File: src/rtl/clkgate_pkg.sv
package clkgate_pkg;
  localparam int GROUPS     = 2;
  localparam int GRP_BASE   = 'h24;
  localparam int GRP_STRIDE = 'h10;
  localparam int OFF_SET    = 'h0;
  localparam int OFF_CLR    = 'h4;
  localparam int OFF_REQ    = 'h8;
  localparam int OFF_STAT   = 'hC;

  // strobes from the decoder to the register bank
  typedef struct packed {
    logic [GROUPS-1:0] setHit;
    logic [GROUPS-1:0] clrHit;
    logic [GROUPS-1:0] reqRd;
    logic [GROUPS-1:0] statRd;
  } strobe_t;
endpackage

File: src/rtl/clkgate_decode.sv
module clkgate_decode
  import clkgate_pkg::*;
#(
  parameter int ADDR_W = 8
) (
  input  logic              busSel,
  input  logic              busWrite,
  input  logic [ADDR_W-1:0] busAddr,
  output strobe_t           stb
);
  always_comb begin
    stb = '0;
    for (int g = 0; g < GROUPS; g++) begin
      if (busSel && busWrite) begin
        stb.setHit[g] = (busAddr == ADDR_W'(GRP_BASE + g*GRP_STRIDE + OFF_SET));
        stb.clrHit[g] = (busAddr == ADDR_W'(GRP_BASE + g*GRP_STRIDE + OFF_CLR));
      end
      if (busSel && !busWrite) begin
        stb.reqRd[g]  = (busAddr == ADDR_W'(GRP_BASE + g*GRP_STRIDE + OFF_REQ));
        stb.statRd[g] = (busAddr == ADDR_W'(GRP_BASE + g*GRP_STRIDE + OFF_STAT));
      end
    end
  end
endmodule

File: src/rtl/clkgate_bank.sv
module clkgate_bank
  import clkgate_pkg::*;
#(
  parameter int GRP_W       = 32,
  parameter int SYNC_STAGES = 2,
  parameter logic [GROUPS*GRP_W-1:0] RESET_MASK = 'h4
) (
  input  logic                    clk,
  input  logic                    rstN,
  input  strobe_t                 stb,
  input  logic [GRP_W-1:0]        wrData,
  output logic [GROUPS*GRP_W-1:0] reqVec,
  output logic [GROUPS*GRP_W-1:0] statVec,
  output logic [GRP_W-1:0]        rdData
);
  for (genvar g = 0; g < GROUPS; g++) begin : g_grp
    localparam logic [GRP_W-1:0] RST_G = RESET_MASK[g*GRP_W +: GRP_W];
    logic [GRP_W-1:0] reqQ;
    logic [GRP_W-1:0] setM;
    logic [GRP_W-1:0] clrM;
    logic [GRP_W-1:0] syncQ [SYNC_STAGES];

    assign setM = stb.setHit[g] ? wrData : '0;
    assign clrM = stb.clrHit[g] ? wrData : '0;

    // clear is applied after set, so it has priority on a shared bit
    always_ff @(posedge clk) begin
      if (!rstN) reqQ <= RST_G;
      else       reqQ <= (reqQ | setM) & ~clrM;
    end

    always_ff @(posedge clk) begin
      if (!rstN) begin
        for (int s = 0; s < SYNC_STAGES; s++) syncQ[s] <= RST_G;
      end else begin
        syncQ[0] <= reqQ;
        for (int s = 1; s < SYNC_STAGES; s++) syncQ[s] <= syncQ[s-1];
      end
    end

    assign reqVec[g*GRP_W +: GRP_W]  = reqQ;
    assign statVec[g*GRP_W +: GRP_W] = syncQ[SYNC_STAGES-1];
  end

  always_comb begin
    rdData = '0;
    for (int g = 0; g < GROUPS; g++) begin
      if (stb.reqRd[g])  rdData = rdData | reqVec[g*GRP_W +: GRP_W];
      if (stb.statRd[g]) rdData = rdData | statVec[g*GRP_W +: GRP_W];
    end
  end
endmodule

File: src/rtl/clkgate_ctrl.sv
module clkgate_ctrl
  import clkgate_pkg::*;
#(
  parameter int ADDR_W      = 8,
  parameter int GRP_W       = 32,
  parameter int SYNC_STAGES = 2,
  parameter logic [GROUPS*GRP_W-1:0] RESET_MASK = 'h4
) (
  input  logic                    clk,
  input  logic                    rstN,
  input  logic                    busSel,
  input  logic                    busWrite,
  input  logic [ADDR_W-1:0]       busAddr,
  input  logic [GRP_W-1:0]        busWdata,
  output logic [GRP_W-1:0]        busRdata,
  output logic [GROUPS*GRP_W-1:0] gateEn
);
  strobe_t                 stb;
  logic [GROUPS*GRP_W-1:0] reqVec;
  logic [GROUPS*GRP_W-1:0] statVec;

  clkgate_decode #(.ADDR_W(ADDR_W)) u_dec (
    .busSel(busSel), .busWrite(busWrite), .busAddr(busAddr), .stb(stb)
  );

  clkgate_bank #(.GRP_W(GRP_W), .SYNC_STAGES(SYNC_STAGES), .RESET_MASK(RESET_MASK)) u_bank (
    .clk(clk), .rstN(rstN), .stb(stb), .wrData(busWdata),
    .reqVec(reqVec), .statVec(statVec), .rdData(busRdata)
  );

  assign gateEn = statVec;
endmodule

File: config.mk
export PLATFORM = sky130hd
export DESIGN_NAME = clkgate_ctrl
export DESIGN_NICKNAME = d
export VERILOG_FILES = /design/src/rtl/clkgate_pkg.sv /design/src/rtl/clkgate_decode.sv /design/src/rtl/clkgate_bank.sv /design/src/rtl/clkgate_ctrl.sv
export SDC_FILE = /design/constraint.sdc
export NUM_CORES = 1
export LEC_CHECK = 0
export BUFFER_PORTS_ARGS = -buffer_cell sky130_fd_sc_hd__buf_2
export CORE_UTILIZATION = 54
export DETAILED_ROUTE_END_ITERATION = 7
export PLACE_DENSITY = 0.77
export SLEW_MARGIN = 10
export SYNTH_ARGS = -nofsm -noshare
export SYNTH_HDL_FRONTEND = slang
export SYNTH_SLANG_ARGS = --single-unit
File: constraint.sdc
create_clock -name clk -period 4.56 [get_ports clk]
set_input_delay 0.912 -clock clk [delete_from_list [all_inputs] [get_ports clk]]
set_output_delay 0.912 -clock clk [all_outputs]
set_load 0.05 [all_outputs]
; ---- Word level (Yosys, flattened, before mapping)
; Memory sizes are Yosys's and may differ from the RTL's.
; Index checks and enable logic that the tools add are counted.
[op_classes]
addsub = 0
n_mul = 0
order_cmp = 0
eq_ne = 8
n_reduce_logical = 3
div_mod_pow = 0
bitwise = 13
shifts = 0
mux = 22
[ops]
columns = op, n
row1 = $mux W32, 12
row2 = $or A32 B32 Y32, 5
row3 = $and A32 B32 Y32, 2
row4 = $not A32 Y32, 2
row5 = $eq A8 B6 Y1 const B, 7
row6 = $mux W1, 10
row7 = $eq A8 B7 Y1 const B, 1
row8 = $or A1 B1 Y1, 4
row9 = $logic_and A1 B1 Y1, 2
row10 = $logic_not A1 Y1, 1
[totals]
romBits = 0
out_inout_bits = 96
latch_bits = 0
elab_cells = 50
n_memories = 2
regBits = 64
mem_bits_rw = 128
[mem_list]
columns = memory, depth, word_bits, read_ports, rd_ports_with_merged_regs, write_ports, line_no
row1 = u_bank.g_grp[0].syncQ, 2, 32, 2, 0, 2, clkgate_bank.sv:21  ; logic [GRP_W-1:0] syncQ [SYNC_STAGES];
row2 = u_bank.g_grp[1].syncQ, 2, 32, 2, 0, 2, clkgate_bank.sv:21

; ---- Longest topological paths before layout
; Gate-level depths: netlist of run 1.
[depth]
word_depth = 10
depth_mapped = 5

; ---- Cells and area by module
; A second synthesis of run 1 with hierarchy kept.
[unflattened]
hier_cells = 669
hier_area_um2 = 6920.4
[by_module_without_submodules]
columns = module, cells_each, area_per_inst_um2, n_inst
row1 = clkgate_bank, 654, 6787.8, 1
row2 = clkgate_decode, 15, 132.6, 1

; ---- Least setup slack after synthesis of run 1
; OpenSTA, ideal clock, no wires.
[synth_timing]
path_kind = input to output
from = input port busAddr[6]
to = output port busRdata[21]
cell_stages = 5
required_time_ns = 3.648
n_path_buf = 2
arrival_time_ns = 2.498
setup_slack_ns = 1.150
path_cell_list = and4bb_1 -> buf_4 -> clkbuf_1 -> a22oi_1 -> o22ai_1
[synth_via]
elab_chain_len = 9
word_cells_on_any_way = 15
cone_classes = 4 x eq/ne / 8 x mux / 3 x bitwise
[synth_lines]
columns = element, line_no
row1 = start: declaration, clkgate_ctrl.sv:13  ; input logic [ADDR_W-1:0] busAddr,
row2 = $eq A8 B6 Y1, clkgate_decode.sv:19  ; stb.reqRd[g] = (busAddr == ADDR_W'(GRP_BASE + g*GRP_STRIDE + OFF_REQ));
row3 = $mux W1, clkgate_decode.sv:18  ; if (busSel && !busWrite) begin
row4 = $mux W32, clkgate_bank.sv:48  ; if (stb.reqRd[g]) rdData = rdData | reqVec[g*GRP_W +: GRP_W];
row5 = $or A32 B32 Y32, clkgate_bank.sv:49  ; if (stb.statRd[g]) rdData = rdData | statVec[g*GRP_W +: GRP_W];
row6 = $mux W32, clkgate_bank.sv:49
row7 = $or A32 B32 Y32, clkgate_bank.sv:48
row8 = $mux W32, clkgate_bank.sv:48
row9 = $or A32 B32 Y32, clkgate_bank.sv:49
row10 = $mux W32 *, clkgate_bank.sv:49
row11 = end: declaration, clkgate_ctrl.sv:15  ; output logic [GRP_W-1:0] busRdata,
; Every way passes the cells marked *; elsewhere a longest branch is shown, timed or not.

; ---- Worst setup path in the final report of run 1
[layout_timing]
from = input port busWrite
to = output port busRdata[26]
[layout_via]
elab_chain_len = 10
word_cells_on_any_way = 13
cone_classes = 8 x mux / 3 x bitwise / 2 x reduce/logical
[layout_lines]
columns = element, line_no
row1 = start: declaration, clkgate_ctrl.sv:12  ; input logic busWrite,
row2 = $logic_not A1 Y1 *, clkgate_decode.sv:18
row3 = $logic_and A1 B1 Y1 *, clkgate_decode.sv:18
row4 = $mux W1, clkgate_decode.sv:18
row5 = $mux W32, clkgate_bank.sv:48
row6 = $or A32 B32 Y32, clkgate_bank.sv:49
row7 = $mux W32, clkgate_bank.sv:49
row8 = $or A32 B32 Y32, clkgate_bank.sv:48
row9 = $mux W32, clkgate_bank.sv:48
row10 = $or A32 B32 Y32, clkgate_bank.sv:49
row11 = $mux W32 *, clkgate_bank.sv:49
; Marked as above.

==> results.yml, run 1 <==
logic_synthesis:
  syn_area_per_cell_um2: 10.9
  synth_cells: 729
  ys_ff_latch: 192
  syn_nets: 773
  yosysUniqueCellTypes: 29
  syn-cell-area_um2: 7940
  ys_warn_count: 0
  ys_seq_area_share_pct: 48.4
route:
  drt_iter0_markers: 444
  viasPerCell: 6.08
  drt_pass1_iterations: 5
  dr_total_vias: 5796
  drt-wirelength-per-cell_um: 19.4
  post-route-drc-count: 0
  antenna_left: 0
  finalWirelength_mm: 18.5
sta:
  setup_viol: 0
  fin_crit_ns: 3.79
  rsz0062_at_grt: "false"
  worst_pin_slew_ns: 1.02
  drv_slew: 0
  post-route-period-util_pct: 83.1
  hold_ws_ns: 0.425
  tns_ns: 0
  clock_skew_ns: 0.00436
  hold_viol_final: 0
  fmax_mhz: 264
  max_slew_margin_pct: 31.8
worst_setup_path:
  cp.arrival_ns: 2.88
  crit_start: "busWrite"
  crit_family: "simple AND/OR/NAND/NOR gates"
  worstPathCellList: "buf_2 > nor4b_4 > buf_4 > nand2_1 > o22ai_1 > buf_2"
  path_class: "in -> out"
  path_common_cell: "buf_2"
  cp.required_ns: 3.65
  critPathBufInv: 3
  r2r_cells: 2
  r2r_end: "u_bank.g_grp[0].reqQ[19]"
  rrSetupSlack_ns: 3.75
  crit_slowest_cell: "nand2_1"
  start_kind: "input pin"
  end_kind: "primary output"
  crit_path_max_incr_delay_ns: 0.46
  cp.depth: 6
  path_max_fanout: 33
  reg2reg_from: "u_bank.g_grp[0].reqQ[19]"
  crit_path_end: "busRdata[26]"
power:
  ir_worst_vdd_mv: 0.281
  leakage_nw: 3.28
  p_per_area_nw_per_um2: 379
clock_network:
  cts_buffer_depth: 2
  insertion_delay_ns: 0.43
  htreeDepth: 4
  post_cts_buffers: 0
  cts_made_buffers: 17
  cts_tree: "done"
  postCtsHoldBufs: 0
  clk_pin_slew_worst_paths_ns: 0.06
  cts.repair.resized: 0
  clockRootBuffer: "clkbuf_16"
  numClockSinks: 192
global_routing:
  overflow: 0
  track_usage_pct: 25.0
  grt_pass1_vias: 5607
  grt_max_degree: 130
  grt_pass1_wl_mm: 28.8
  antenna_found_initial: 1
run:
  maxCapViolCount: 0
placement:
  hpwl_mm: 11.6
  port_buffers: 139
  finalWeightedCongestion: 0.784
status:
  status: "completed"
floorplanning:
  fp.dieW_um: 123
  ioPinCount: 140
  coreArea_um2: 14100
  std_cell_rows: 43
  dieHeight_um: 123
  dieArea_um2: 15200
  start_util_pct: 56.3
layout:
  diodes: 0
  post-route-util_pct: 62.0
  layout_common_cells: "dfxtp_1, buf_2, and2_1, a211oi_2, a41oi_1"
  nets: 805
  drive_above_1_share_pct: 35.0
  syn2layout_area_growth_pct: 10.1
  final_common_cell: "dfxtp_1"
  fillCellCount: 1151
hold_path:
  worstHoldPathType: "reg -> reg"
  min_from: "u_bank.g_grp[0].syncQ[0][2]"
## layer usage
| metal | up-vias | track usage (%) | wire, um |
|---|---|---|---|
| met3 | 41 | 5.35 | 876 |
| met4 | 2 | 10.9 | 464 |
| met1 | 2873 | 31.4 | 8070 |
| met2 | 159 | 41.3 | 9040 |
| met5 | - | 0 | 9 |
| li1 | 2721 | - | - |
## kinds of logic (layout without fill, tap and decap cells)
group                  after synthesis  count (layout)  synth area share (%)
DFF                                192             192                  48.4
buffers and inverters              139             184                  10.8
and+or+nand+nor                    210             210                  17.4
AOI/OAI and AO/OA                  188             188                  23.3
## cell usage after synthesis
| cell type | instances | area, um2 |
|---|---|---|
| or3b_2 | 11 | 96.3 |
| buf_2 | 27 | 135 |
| buf_4 | 71 | 533 |
| nand3_1 | 11 | 55.1 |
| clkbuf_1 | 34 | 128 |
| and4_1 | 1 | 8.76 |
| nand2b_1 | 2 | 12.5 |
| nor2b_1 | 2 | 12.5 |
| and2_1 | 128 | 801 |
| dfxtp_1 | 192 | 3840 |
| a211oi_1 | 4 | 30.0 |
| o22ai_1 | 13 | 81.3 |
| nor2_1 | 1 | 3.75 |
| nand2_1 | 2 | 7.51 |
| nor4b_4 | 1 | 23.8 |
| nand4bb_1 | 1 | 11.3 |
| a211oi_2 | 70 | 876 |
| nand4_1 | 41 | 257 |
| a41oi_1 | 63 | 552 |
| buf_6 | 5 | 56.3 |
| o21a_1 | 1 | 7.51 |
| inv_2 | 1 | 3.75 |
| or4b_4 | 1 | 13.8 |
| nor4b_2 | 2 | 30.0 |
| and4bb_1 | 2 | 25.0 |
| buf_1 | 1 | 3.75 |
| a221o_1 | 11 | 110 |
| a22oi_1 | 26 | 195 |
| and3_1 | 4 | 25.0 |
## flip-flops by register name, indices dropped and copies added, names as in the netlist
name                cells
u_bank.g_grp.reqQ      64
u_bank.g_grp.syncQ    128
## power by group
part           switching (mW)  total, mW  internal [mW]  leakage, nW
Combinational          0.0980      0.127         0.0295         1.46
Clock                   0.614       1.50          0.889        0.282
Sequential           0.000426       1.68           1.68         1.55
## worst min path at each step
stage,to,slack (ns),cells past startpoint
2_1_floorplan,u_bank.g_grp[0].syncQ[0][34],0.39,1
3_3_place_gp,u_bank.g_grp[0].syncQ[0][34],0.40,1
3_5_place_dp,u_bank.g_grp[0].syncQ[0][34],0.40,1
4_1_cts,u_bank.g_grp[0].syncQ[0][34],0.43,1
5_1_grt,u_bank.g_grp[0].syncQ[0][34],0.44,1
6_report,u_bank.g_grp[0].syncQ[0][34],0.42,1
## per-stage QoR
| stage | power (mW) | instance area, um2 | instances | setup WS (ns) |
|---|---|---|---|---|
| final | 3.31 | 8740 | 954 | 0.769 |
| after CTS | 3.32 | 8740 | 954 | 0.804 |
| after floorplan | 1.78 | 7940 | 729 | 1.15 |
| after detailed placement | 1.84 | 8140 | 922 | 0.807 |
| after global placement | 1.84 | 8140 | 922 | 0.817 |
| after global routing | 3.40 | 8740 | 954 | 0.679 |
## layout make-up
cell class              count  area, um2  share of cell area [%]
well taps                 180        225                    2.58
inverters                   1       5.00                  0.0573
clock inverters            10        135                    1.55
flip-flops and latches    192       3840                    44.0
clock buffers              22        464                    5.31
repair buffers            151        798                    9.14
multi-input cells         398       3270                    37.4
Note: power is estimated with default switching activity, not from simulation.
==> inputs of run 2 (changes only) <==
Settings changed: CORE_UTILIZATION 54 to 50, PLACE_DENSITY 0.77 to 0.75.
Clock period 4.56 ns to 3.2 ns, I/O delays scaled along.
==> run 2 against run 1 <==
Compared with the run above: sequential share of layout area decreased by 0.57 points; design area up 1.3%; largest cell class unchanged; clock power grew 33%.
==> results.yml, run 2 (synthesis gave the netlist of run 1 again) <==
global_routing:
  track_usage_pct: 23.9
  antenna_found_initial: 2
  grt_pass1_wl_mm: 30.2
  grt_pass1_vias: 5587
  overflow: 0
  grt_max_degree: 130
layout:
  regMostFlops: "u_bank.g_grp.syncQ"
  largest_register_ffs: 128
  finalInstanceArea_um2: 8850
  layout_common_cells: "dfxtp_1, buf_2, and2_1, a211oi_2, a41oi_1"
  diodes: 0
  nets: 814
  drive_above_1_share_pct: 36.0
  largestRegisters: "u_bank.g_grp.syncQ: 128 flops, u_bank.g_grp.reqQ: 64 flops"
  final_common_cell: "dfxtp_1"
  syn2layout_area_growth_pct: 11.5
  fillCellCount: 1344
placement:
  port_buffers: 139
  post-place-ws_ns: 0.381
  place_area_um2: 8290
  hpwl_mm: 12.4
  finalWeightedCongestion: 0.838
clock_network:
  postCtsHoldBufs: 0
  post_cts_buffers: 0
  insertion_delay_ns: 0.43
  numClockSinks: 192
  htreeDepth: 4
  clk_pin_slew_worst_paths_ns: 0.07
  clockRootBuffer: "clkbuf_16"
  cts_buffer_depth: 2
  cts.repair.resized: 0
  cts_made_buffers: 17
  cts_tree: "done"
floorplanning:
  ioPinCount: 140
  start_util_pct: 51.6
  dieHeight_um: 128
  std_cell_rows: 45
  fp.dieW_um: 128
  dieArea_um2: 16400
  coreArea_um2: 15400
route:
  drt-wirelength-per-cell_um: 19.1
  viasPerCell: 5.91
  drt_pass1_iterations: 5
  post-route-drc-count: 0
  dr_total_vias: 5878
  finalWirelength_mm: 19.0
  antenna_left: 0
  drt_iter0_markers: 537
sta:
  fin_crit_ns: 2.83
  hold_viol_final: 0
  max_slew_margin_pct: 34.8
  rsz0062_at_grt: "false"
  setup_viol: 0
  tns_ns: 0
  worst_pin_slew_ns: 0.978
  fin_ws_ns: 0.370
  post-route-period-util_pct: 88.4
  fmax_mhz: 353
  clock_skew_ns: 0.00718
  drv_slew: 0
worst_setup_path:
  crit_path_max_incr_delay_ns: 0.51
  end_kind: "primary output"
  crit_slowest_cell: "and3_1"
  path_max_fanout: 11
  path_class: "in -> out"
  worstPathCellList: "buf_2 > nor4b_4 > and3_1 > a221o_1 > buf_2"
  cp.arrival_ns: 2.19
  crit_family: "simple AND/OR/NAND/NOR gates"
  start_kind: "input pin"
  cp.required_ns: 2.56
  critPathBufInv: 2
  path_common_cell: "buf_2"
run:
  maxCapViolCount: 0
power:
  leakage_nw: 3.34
  ir_worst_vdd_mv: 0.374
  p_per_area_nw_per_um2: 518
hold_path:
  worstHoldPathType: "reg -> reg"
status:
  status: "completed"
run 2: worst paths after layout:
path                                       end  depth (start not counted)  slack [ns]                         from
hold / removal    u_bank.g_grp[0].syncQ[0][34]                          1        0.42  u_bank.g_grp[0].syncQ[0][2]
hold reg to reg   u_bank.g_grp[0].syncQ[0][34]                          1        0.42  u_bank.g_grp[0].syncQ[0][2]
setup / recovery                  busRdata[27]                          5        0.37                   busAddr[4]
setup reg to reg       u_bank.g_grp[0].reqQ[0]                          2        2.40      u_bank.g_grp[0].reqQ[0]
run 2: final cells by class:
type | count | area [um2] | share of cell area (%)
clock inverter | 13 | 115 | 1.30
clock buffer | 19 | 443 | 5.00
sequential | 192 | 3840 | 43.4
tap | 211 | 264 | 2.98
multi-input combinational | 398 | 3270 | 36.9
timing repair buffer | 160 | 916 | 10.3
inverter | 1 | 5.00 | 0.0565
run 2: where the power goes:
group	switching, mW	internal (mW)
Clock	0.908	1.09
Combinational	0.143	0.0486
Sequential	0.000612	2.39
Total	1.05	3.53
run 2: layer usage:
layer  up-vias  part of all wire [%]  track usage (%)
met1      2925                    45             30.7
met5         -                  0.13                0
met3        34                   5.0             5.22
met2       178                    48             39.0
met4         4                   2.3             9.69
li1       2737                     -                -
run 2: worst register-to-register path, delay by kind of cell (launching register included):
family / cells / cell delay, ns
AO/OA/AOI/OAI: 2 / 0.32
flip-flops: 1 / 0.39
run 2: through the flow:
step                hold WS, ns  utilization (%)  total power, mW  cells
CTS                       0.412             57.6             4.60    994
global route              0.414             57.6             4.73    994
floorplan                 0.386                -             2.54    729
detailed placement        0.403             54.0             2.63    962
finish                    0.417             57.6             4.58    994
global placement          0.403             54.0             2.63    962
